**config.mk**
```make
export PLATFORM = sky130hd
export DESIGN_NAME = addsub_flags_unit
export DESIGN_NICKNAME = d
export VERILOG_FILES = /design/src/rtl/addsub_pkg.sv /design/src/rtl/fa_cell.sv /design/src/rtl/ripple_chain.sv /design/src/rtl/cc_decode.sv /design/src/rtl/addsub_flags_unit.sv
export SDC_FILE = /design/constraint.sdc
export NUM_CORES = 1
export LEC_CHECK = 0
export BUFFER_PORTS_ARGS = -buffer_cell sky130_fd_sc_hd__clkbuf_2
export CORE_MARGIN = 5
export CORE_UTILIZATION = 46
export DETAILED_ROUTE_END_ITERATION = 8
export PLACE_DENSITY = 0.91
export SETUP_SLACK_MARGIN = 0.5
export SLEW_MARGIN = 20
export SYNTH_ARGS = -nofsm -noshare
export SYNTH_HDL_FRONTEND = slang
export SYNTH_SLANG_ARGS = --single-unit
```
**constraint.sdc**
```tcl
create_clock -name clk -period 19.6 [get_ports clk]
set_input_delay 3.92 -clock clk [delete_from_list [all_inputs] [get_ports clk]]
set_output_delay 3.92 -clock clk [all_outputs]
set_load 0.02 [all_outputs]
```
**src/rtl/addsub_pkg.sv**
```systemverilog
package addsub_pkg;

    typedef struct packed {
        logic z;
        logic n;
        logic c;
        logic v;
    } cc_flags_t;

    typedef struct packed {
        logic lt;
        logic le;
        logic eq;
        logic ne;
        logic ge;
        logic gt;
        logic ltu;
        logic leu;
        logic geu;
        logic gtu;
    } cmp_set_t;

endpackage

```
**src/rtl/fa_cell.sv**
```systemverilog
module fa_cell (
    input  logic a_i,
    input  logic b_i,
    input  logic ci_i,
    output logic s_o,
    output logic co_o
);
    always_comb begin
        s_o  = a_i ^ b_i ^ ci_i;
        co_o = (a_i & b_i) | (a_i & ci_i) | (b_i & ci_i);
    end
endmodule

```
**src/rtl/ripple_chain.sv**
```systemverilog
module ripple_chain #(
    parameter int unsigned WIDTH = 32
) (
    input  logic [WIDTH-1:0] a_i,
    input  logic [WIDTH-1:0] b_i,
    input  logic             cin_i,
    output logic [WIDTH-1:0] sum_o,
    output logic             c_msb_in_o,
    output logic             c_out_o
);
    logic [WIDTH:0] carry;

    assign carry[0] = cin_i;

    for (genvar i = 0; i < WIDTH; i++) begin : g_stage
        fa_cell u_fa (
            .a_i  (a_i[i]),
            .b_i  (b_i[i]),
            .ci_i (carry[i]),
            .s_o  (sum_o[i]),
            .co_o (carry[i+1])
        );
    end

    assign c_msb_in_o = carry[WIDTH-1];
    assign c_out_o    = carry[WIDTH];
endmodule

```
**src/rtl/cc_decode.sv**
```systemverilog
module cc_decode
    import addsub_pkg::*;
#(
    parameter int unsigned WIDTH = 32
) (
    input  logic [WIDTH-1:0] sum_i,
    input  logic             c_msb_in_i,
    input  logic             c_out_i,
    output cc_flags_t        flags_o,
    output cmp_set_t         cmps_o
);
    localparam int unsigned MSB = WIDTH - 1;

    logic s_less;
    logic u_leq;

    always_comb begin
        flags_o.z = ~|sum_i;
        flags_o.n = sum_i[MSB];
        flags_o.c = c_out_i;
        flags_o.v = c_msb_in_i ^ c_out_i;

        s_less = flags_o.n ^ flags_o.v;
        u_leq  = ~flags_o.c | flags_o.z;

        cmps_o.lt  = s_less;
        cmps_o.le  = flags_o.z | s_less;
        cmps_o.eq  = flags_o.z;
        cmps_o.ne  = ~flags_o.z;
        cmps_o.ge  = ~s_less;
        cmps_o.gt  = ~(flags_o.z | s_less);
        cmps_o.ltu = ~flags_o.c;
        cmps_o.leu = u_leq;
        cmps_o.geu = flags_o.c;
        cmps_o.gtu = ~u_leq;
    end
endmodule

```
**src/rtl/addsub_flags_unit.sv**
```systemverilog
module addsub_flags_unit
    import addsub_pkg::*;
#(
    parameter int unsigned WIDTH = 32
) (
    input  logic             clk,
    input  logic             rst_n,
    input  logic [WIDTH-1:0] op_a,
    input  logic [WIDTH-1:0] op_b,
    input  logic             sub_en,
    output logic [WIDTH-1:0] result,
    output logic             flag_z,
    output logic             flag_n,
    output logic             flag_c,
    output logic             flag_v,
    output logic             cmp_lt,
    output logic             cmp_le,
    output logic             cmp_eq,
    output logic             cmp_ne,
    output logic             cmp_ge,
    output logic             cmp_gt,
    output logic             cmp_ltu,
    output logic             cmp_leu,
    output logic             cmp_geu,
    output logic             cmp_gtu
);
    logic [WIDTH-1:0] b_eff;
    logic [WIDTH-1:0] sum_w;
    logic             c_into_msb;
    logic             c_out_w;
    cc_flags_t        flags_w;
    cmp_set_t         cmps_w;

    logic [WIDTH-1:0] result_q;
    cc_flags_t        flags_q;
    cmp_set_t         cmps_q;

    // Conditional inversion of B; the carry-in carries the +1.
    always_comb b_eff = op_b ^ {WIDTH{sub_en}};

    ripple_chain #(.WIDTH(WIDTH)) u_chain (
        .a_i        (op_a),
        .b_i        (b_eff),
        .cin_i      (sub_en),
        .sum_o      (sum_w),
        .c_msb_in_o (c_into_msb),
        .c_out_o    (c_out_w)
    );

    cc_decode #(.WIDTH(WIDTH)) u_dec (
        .sum_i      (sum_w),
        .c_msb_in_i (c_into_msb),
        .c_out_i    (c_out_w),
        .flags_o    (flags_w),
        .cmps_o     (cmps_w)
    );

    // Output register stage
    always_ff @(posedge clk) begin
        if (!rst_n) begin
            result_q <= '0;
            flags_q  <= '0;
            cmps_q   <= '0;
        end else begin
            result_q <= sum_w;
            flags_q  <= flags_w;
            cmps_q   <= cmps_w;
        end
    end

    assign result  = result_q;
    assign flag_z  = flags_q.z;
    assign flag_n  = flags_q.n;
    assign flag_c  = flags_q.c;
    assign flag_v  = flags_q.v;
    assign cmp_lt  = cmps_q.lt;
    assign cmp_le  = cmps_q.le;
    assign cmp_eq  = cmps_q.eq;
    assign cmp_ne  = cmps_q.ne;
    assign cmp_ge  = cmps_q.ge;
    assign cmp_gt  = cmps_q.gt;
    assign cmp_ltu = cmps_q.ltu;
    assign cmp_leu = cmps_q.leu;
    assign cmp_geu = cmps_q.geu;
    assign cmp_gtu = cmps_q.gtu;


    sum_value_chk: assert property (@(posedge clk) disable iff (!rst_n)
        $past(rst_n) |-> result == ($past(sub_en) ? $past(op_a) - $past(op_b)
                                                  : $past(op_a) + $past(op_b)));


    zero_flag_chk: assert property (@(posedge clk) disable iff (!rst_n)
        $past(rst_n) |-> flag_z == (result == '0));


    carry_out_chk: assert property (@(posedge clk) disable iff (!rst_n)
        $past(rst_n) |-> flag_c == ($past(sub_en)
            ? ($past(op_a) >= $past(op_b))
            : (({1'b0, $past(op_a)} + {1'b0, $past(op_b)}) > {1'b0, {WIDTH{1'b1}}})));


    signed_lt_chk: assert property (@(posedge clk) disable iff (!rst_n)
        ($past(rst_n) && $past(sub_en)) |->
            cmp_lt == ($signed($past(op_a)) < $signed($past(op_b))));


    order_onehot_chk: assert property (@(posedge clk) disable iff (!rst_n)
        ($past(rst_n) && $past(sub_en)) |-> $countones({cmp_lt, cmp_eq, cmp_gt}) == 1);


    unsigned_lt_chk: assert property (@(posedge clk) disable iff (!rst_n)
        ($past(rst_n) && $past(sub_en)) |-> cmp_ltu == ($past(op_a) < $past(op_b)));
endmodule

```
* After elaboration in Yosys (flattened, before gate mapping)
Index checks and enable logic that the tools add are counted.
Word-level totals: word-level logic and storage cells 248, flip-flop bits (word level) 44, output and inout bits 46
Cells by class: bitwise operators 233, reduce and logical (&&, ||, !) cells 2
Operators with widths (number):
- $and A1 B1 Y1 | 96
- $or A1 B1 Y1 | 66
- $xor A1 B1 Y1 | 66
- $reduce_or A32 Y1 | 1
- $xor A32 B32 Y32 | 1
- $not A1 Y1 | 4
- $logic_not A1 Y1 | 1

* Logic depth before layout (Yosys ltp)
Gate-level depths: netlist of run 1.
word-level depth 101, depth in mapped cells 39, depth with buffers taken out 37

* Cells and area by module
From an unflattened synthesis of run 1, not the netlist that was laid out.
Unflattened totals: cell total of the unflattened synthesis 192, area, all modules 2459.9 sq um
By module, submodules not included:
- addsub_flags_unit | cells each 132, area an instance 1622.8 sq um, seq. area each 920.9 sq um, times used 1
- fa_cell | cells each 1, area an instance 20.0 sq um, seq. area each 0.0 sq um, times used 32
- cc_decode | cells each 28, area an instance 196.4 sq um, seq. area each 0.0 sq um, times used 1

* Worst setup path after synthesis of run 1
OpenSTA, ideal clock, no wires.
path kind in2reg, from in sub_en, to reg cmps_q, in the netlist cmp_gt, library setup time 115 ps, cell stages on the path 39, path slack 2615 ps, data arrival time 16870 ps, path through clkbuf_1 -> buf_2 -> xor2_1 -> fa_1 -> fa_1 -> inv_1 -> fa_1 -> fa_1 -> fa_1 -> fa_1 -> fa_1 -> fa_1 -> fa_1 -> fa_1 -> fa_1 -> fa_1 -> fa_1 -> fa_1 -> (+3 left out) -> fa_1 -> fa_1 -> fa_1 -> fa_1 -> fa_1 -> fa_1 -> fa_1 -> fa_1 -> fa_1 -> fa_1 -> fa_1 -> fa_1 -> fa_1 -> fa_1 -> nand4b_1 -> nor4_2 -> a31oi_1 -> and2_1
On the way: cells in the longest elaborated chain, start to end 101, elaborated cells between the ends (all ways) 231
Ends and longest elaborated chain:
- start: declaration | line addsub_flags_unit.sv:10 | input logic sub_en,
- $xor A32 B32 Y32 | line addsub_flags_unit.sv:39 | always_comb b_eff = op_b ^ {WIDTH{sub_en}};
- $and A1 B1 Y1 | line fa_cell.sv:10 | co_o = (a_i & b_i) | (a_i & ci_i) | (b_i & ci_i);
- $or A1 B1 Y1 (2 in series) | line fa_cell.sv:10
- $and A1 B1 Y1 | line fa_cell.sv:10
- $or A1 B1 Y1 (2 in series) | line fa_cell.sv:10
- $and A1 B1 Y1 | line fa_cell.sv:10
- $or A1 B1 Y1 (2 in series) | line fa_cell.sv:10
- $and A1 B1 Y1 | line fa_cell.sv:10
- (+80 left out)
- $and A1 B1 Y1 | line fa_cell.sv:10
- $or A1 B1 Y1 (2 in series) | line fa_cell.sv:10
- $and A1 B1 Y1 | line fa_cell.sv:10
- $or A1 B1 Y1 (2 in series) | line fa_cell.sv:10
- $xor A1 B1 Y1 | line cc_decode.sv:21 | flags_o.v = c_msb_in_i ^ c_out_i;
- $xor A1 B1 Y1 | line cc_decode.sv:23 | s_less = flags_o.n ^ flags_o.v;
- $or A1 B1 Y1 * | line cc_decode.sv:31 | cmps_o.gt = ~(flags_o.z | s_less);
- $not A1 Y1 * | line cc_decode.sv:31
- end signal: assignment | line addsub_flags_unit.sv:67 | cmps_q <= cmps_w;
- end: declaration | line addsub_flags_unit.sv:36 | cmp_set_t cmps_q;
Mark *: on every way between the ends. The rest lies on a longest branch, timed or not. A chain may end at the register's enable or synchronous reset.

* Worst setup path in the final report of run 1
Same ends and word-level chain as after synthesis.

==> results of run 1 <==
-- kinds of logic after synthesis --
group	count (synthesis)
xor gates and xnor gates	33
adders and majority gates	32
and+or+nand+nor	52
muxes	1
AOI/OAI and AO/OA	3
DFF	43
buffers and inverters	45
-- path summary, 6_finish.rpt --
path | to | slack, ps | cells after the start
max | cmp_gt$_SDFF_PN0_ | 2240 | 38
min | result[0]$_SDFF_PN0_ | 3880 | 2
-- stage by stage --
stage | std cells | setup slack, ps | total power (W) | util, % | hold WS, ps
final | 386 | 2240 | 0.000262 | 62.4 | 3880
after global routing | 386 | 1820 | 0.000281 | 62.4 | 3890
after CTS | 386 | 2240 | 0.000265 | 62.4 | 3870
after detailed placement | 378 | 1940 | 0.000205 | 60.2 | 4170
after global placement | 378 | 2330 | 0.000201 | 60.2 | 4160
after floorplan | 209 | 2620 | 0.000171 | - | 4040
-- worst max-delay path, delay by kind of cell --
family                   cells  cell delay, ps
XOR/XNOR                     1             250
adder cells (fa/ha/maj)     31           12170
AND/OR/NAND/NOR              3             660
buffers and inverters        2             370
AO/OA/AOI/OAI                1             150
-- synth_stat cells (all sizes together) --
cell type  number
xnor2          29
nand4b          2
nor4            1
dfxtp          43
nor2           36
a31oi           1
nand4           5
fa             32
xor2            4
nand3           2
inv            34
buf            10
a21oi           2
nor3            1
mux2            1
and2            5
clkbuf          1
-- layer usage --
metal | GRT usage, % | vias to the layer above | routed length (µm)
met5 | 0 | - | 0
met4 | 7.26 | 0 | 96
met3 | 4.29 | 9 | 421
met2 | 33.4 | 68 | 2850
met1 | 19.0 | 798 | 1860
li1 | - | 823 | -
-- report_power, final --
part           total [W]  internal (W)  switching (W)
combinational  0.0000970     0.0000397      0.0000573
sequential      0.000105      0.000102     0.00000365
clock          0.0000602     0.0000320      0.0000282
-- placed cells by master, fill, tap and decap left out --
master / n
clkbuf_2: 112
nand4b_1: 2
xnor2_1: 29
a21oi_1: 2
nor2_1: 36
nor4_2: 1
inv_1: 34
xor2_1: 4
and2_1: 4
clkbuf_8: 7
clkinvlp_4: 1
dfxtp_1: 43
buf_4: 1
mux2_2: 1
and2_2: 1
nand4_1: 5
nand3_1: 2
a31oi_1: 1
nor3_1: 1
fa_1: 32
-- final cells by class --
| type | instances | share of cell area, % |
|---|---|---|
| well taps | 67 | 2.85 |
| clock inverters | 1 | 0.255 |
| multi-input cells | 121 | 40.8 |
| inverters | 34 | 4.33 |
| flip-flops and latches | 43 | 29.2 |
| repair buffers | 113 | 19.3 |
| clock buffers | 7 | 3.27 |
==> flow_metrics.tcl, run 1 <==
set metrics [dict create \
    drt-wirelength-per-cell_um 13.6 \
    largest_reg_flops 32 \
    syn-num-nets 308 \
    regArea_um2 861 \
    path_max_fanout 13 \
    p_leak_nw 1.48 \
    vias_per_cell 4.40 \
    ios 113 \
    final_cell_area_mm2 0.00295 \
    powerDensity_mw_per_mm2 89.1 \
    crit_top_cell "fa_1" \
    maxCapViolCount 0 \
    yosys.area_share.adder_pct 28.5 \
    antenna_found_initial 0 \
    clockBufferDepth 2 \
    n_antenna_cell 0 \
    cts_tree "done" \
    setup_viol 0 \
    die_h_um 79.9 \
    core_area_mm2 0.00472 \
    multiInputGateArea_mm2 0.00120 \
    drv_slew 0 \
    criticalPathCategory "input pin to flip-flop" \
    timing_hold_violations_final 0 \
    n_fill_cell 399 \
    grt_pass1_vias 1885 \
    period_needed_ps 17360 \
    cts.hold.buffers_added 0 \
    die_area_mm2 0.00638 \
    worst_pin_slew_ps 1060 \
    std_cell_rows 25 \
    start_kind "input pin" \
    tns_ps 0 \
    synth_top_family_by_area "adder cells" \
    ant_nets 0 \
    gr-total-overflow 0 \
    hold_path_class "input pin to flip-flop" \
    synthTopCellsByArea "dfxtp_1 38%, fa_1 29%, xnor2_1 11%" \
    synth_top_area_cell "dfxtp_1" \
    start_util_pct 47.6 \
    ir_drop_mv 0.0320 \
    synth_xor_area_share_pct 12.9 \
    port-buffer-count 112 \
    cts_setup_buffers 0 \
    dr.pass1.iters 4 \
    areaGrowthSynthToFinish_pct 31.1 \
    drive_gt1_share_pct 38.9 \
    netlist-cell-type-count 20 \
    vias 1698 \
    crit_path_max_incr_delay_ps 540 \
    final.period_utilization_pct 88.6 \
    ys_ff_latch 43 \
    cts_root_buf "clkbuf_8" \
    clkSinkCount 43 \
    yosys.area_share.simple_pct 10.9 \
    drt_iter0_drc 14 \
    wl_um 5240 \
    grt_max_degree 39 \
    slowest_stage "fa_1" \
    grt_usage_pct 17.9 \
    nNetsFinal 417 \
    synthCells 209 \
    synth_compound_area_share_pct 0.724 \
    yosys-mux-area-fraction_pct 0.501 \
    fmax_mhz 57.6 \
    crit_start "sub_en" \
    yosysSeqAreaShare_pct 38.3 \
    maxSlewHeadroom_pct 29.1 \
    rsz0062_at_grt "false" \
    synth_area_mm2 0.00225 \
    grt_first_pass_wirelength_um 8540 \
    drc 0 \
    dp_hpwl_um 4640 \
    dieWidth_um 79.9 \
    postPlaceCellArea_mm2 0.00284 \
    cts_resized 0 \
    cts_buffers 5 \
    hold_start "rst_n" \
    critPathArrivalTime_ps 17540 \
    clkTransAtPathRegs_ps 70 \
    worstPathRequired_ps 19790 \
    synth_warnings 0 \
    routabilityCongestion 0.780 \
    yosys.area.top_type_share_pct 38.3 \
    critPathCaptureType "flip-flop" \
    synth_area_per_cell_um2 10.8 \
    htree_num_levels 2 \
    status "complete, no violations" \
]
(Power assumes the default switching activity.)
==> run 2, diff against run 1 <==
CORE_UTILIZATION = 47   (was 46)
GPL_TIMING_DRIVEN = 1   (was unset)
PLACE_DENSITY = 0.9   (was 0.91)
SETUP_SLACK_MARGIN = unset   (was 0.5)
SYNTH_HIERARCHICAL = 1   (was unset)
==> run 2 against run 1 <==
Compared with the run above:
- combinational power grew 14%
- routed wire length shrank 1.4%
- die area grew 6.2%
- critical endpoint is now cmp_gtu$_SDFF_PN0_
- largest power group unchanged
- highest routed layer unchanged
==> flow_metrics.tcl, run 2 <==
set metrics [dict create \
    cts_tree "done" \
    status "complete, no violations" \
    grt_max_degree 47 \
    die_h_um 82.3 \
    dr.pass1.iters 4 \
    period_needed_ps 18320 \
    ios 113 \
    grt_usage_pct 15.9 \
    timing_hold_violations_final 0 \
    synth_area_per_cell_um2 12.8 \
    tns_ps 0 \
    synth_flop_cell "dfxtp_1" \
    crit_top_cell "fa_1" \
    endpoint "cmp_gtu$_SDFF_PN0_" \
    ys_ff_latch 46 \
    maxCapViolCount 0 \
    areaGrowthSynthToFinish_pct 25.4 \
    core_area_mm2 0.00511 \
    cts_resized 0 \
    postLayoutSetupSlackWorst_ps 1280 \
    critPathCaptureType "flip-flop" \
    drt-wirelength-per-cell_um 14.0 \
    port-buffer-count 112 \
    grt_pass1_vias 1792 \
    rsz0062_at_grt "false" \
    drc 0 \
    cts.hold.buffers_added 0 \
    vias_per_cell 4.48 \
    critPathArrivalTime_ps 18510 \
    drv_slew 0 \
    std_cell_rows 26 \
    fin_util_pct 60.4 \
    maxSlewHeadroom_pct 59.2 \
    drt_iter0_drc 41 \
    yosysSeqAreaShare_pct 37.4 \
    layout_common_cells "112 x clkbuf_2, 46 x and2_2, 46 x dfxtp_1" \
    n_fill_cell 430 \
    drive_gt1_share_pct 57.2 \
    synth_edf_count 0 \
    synthTopCellsByArea "dfxtp_1 37%, fa_1 26%, and2_2 14%" \
    cts_buffers 5 \
    crit_path_max_incr_delay_ps 550 \
    ir_drop_mv 0.0431 \
    synthCells 192 \
    nNetsFinal 397 \
    n_antenna_cell 0 \
    place_ws_ps 946 \
    final.period_utilization_pct 93.5 \
    path_max_fanout 33 \
    yosys.area.top_type_share_pct 37.4 \
    cts_root_buf "clkbuf_8" \
    criticalPathCategory "input pin to flip-flop" \
    clkSinkCount 46 \
    synth_area_mm2 0.00246 \
    fmax_mhz 54.6 \
    gr-total-overflow 0 \
    wl_um 5160 \
    dp_cells 361 \
    slowest_stage "fa_1" \
    hold_path_class "input pin to flip-flop" \
    grt_first_pass_wirelength_um 7990 \
    dieWidth_um 82.3 \
    worst_pin_slew_ps 612 \
    antenna_found_initial 0 \
    clkTransAtPathRegs_ps 80 \
    yosys-top-cells-count "46 x and2_2, 46 x dfxtp_1, 32 x fa_1, 32 x xor2_1, 8 x nor4_1" \
    netlist-cell-type-count 19 \
    powerDensity_mw_per_mm2 91.6 \
    routabilityCongestion 0.784 \
    largest_reg_flops 32 \
    dp_hpwl_um 4430 \
    vias 1654 \
    final_common_cell "clkbuf_2" \
    crit_start "sub_en" \
    ys_async_sr_fraction_pct 0 \
    synth_warnings 6 \
    htree_num_levels 2 \
    p_leak_nw 1.47 \
    ant_nets 0 \
    start_kind "input pin" \
    setup_viol 0 \
    syn-num-nets 291 \
    layout.cells.non_filler 369 \
    cts_setup_buffers 0 \
    start_util_pct 48.2 \
    clockBufferDepth 2 \
    worstPathRequired_ps 19790 \
    synth_top_area_cell "dfxtp_1" \
    die_area_mm2 0.00678 \
]
-- run 2: changes by cell type after synthesis, sizes merged, moves of 3 or more --
cell / delta
dfxtp: +3
clkbuf: +3
xnor2: -29
nor2: -35
nand4: -3
inv: -32
xor2: +30
and2: +41
nor4: +7
-- run 2: cells by family (layout without fill, tap and decap cells) --
kind of cell	Yosys count	in the layout	share of synthesized area, %
buffers and inverters	16	123	5.24
and+or+nand+nor	60	60	17.6
adders and majority gates	32	32	26.0
AOI/OAI and AO/OA	4	4	0.966
DFF	46	46	37.4
xor gates and xnor gates	34	34	12.7
-- run 2: worst min-delay path by stage --
stage / slack [ps] / cells past startpoint / start / end
after floorplan: 4060 / 1 / rst_n / cmp_gt$_SDFF_PN0_
after global placement: 4340 / 1 / cmp_geu$_SDFF_PN0_ / cmp_geu
after detailed placement: 4340 / 1 / result[0]$_SDFF_PN0_ / result[0]
after CTS: 4050 / 3 / op_a[29] / result[29]$_SDFF_PN0_
after global routing: 4060 / 3 / op_a[22] / result[22]$_SDFF_PN0_
final: 4060 / 3 / op_a[22] / result[22]$_SDFF_PN0_
-- run 2: where the power goes --
group          switching [W]  internal (W)   total, W
Combinational      0.0000625     0.0000485   0.000111
Sequential        0.00000482      0.000110   0.000115
Clock              0.0000312     0.0000250  0.0000562
Total              0.0000985      0.000184   0.000282
-- run 2: through the flow --
step | area (µm²) | power [W] | hold WS, ps
2_1_floorplan | 2460 | 0.000194 | 4060
3_3_place_gp | 2990 | 0.000225 | 4340
3_5_place_dp | 2990 | 0.000230 | 4340
4_1_cts | 3080 | 0.000286 | 4050
5_1_grt | 3080 | 0.000302 | 4060
6_report | 3080 | 0.000282 | 4060
-- run 2: area by class of cell --
type | instances | area [µm²] | area share (%)
Multi-Input combinational cell | 130 | 1410 | 45.7
Sequential cell | 46 | 921 | 29.9
Timing Repair Buffer | 113 | 568 | 18.4
Tap cell | 70 | 87.6 | 2.84
Clock buffer | 5 | 68.8 | 2.23
Clock inverter | 3 | 21.3 | 0.690
Inverter | 2 | 7.51 | 0.243
-- run 2: critical path, delay by kind of cell --
kind                     cells  cell delay (ps)
AO/OA/AOI/OAI                1               70
XOR/XNOR                     1              160
adder cells (fa/ha/maj)     32            13100
buffers and inverters        2              500
AND/OR/NAND/NOR              3              750
-- run 2: routing by layer --
metal	global-route usage, %	routed length, µm	up-vias
met5	0	0	-
met4	4.49	51	0
met3	3.25	301	4
met2	31.3	2930	57
met1	16.7	1880	789
li1	-	-	804
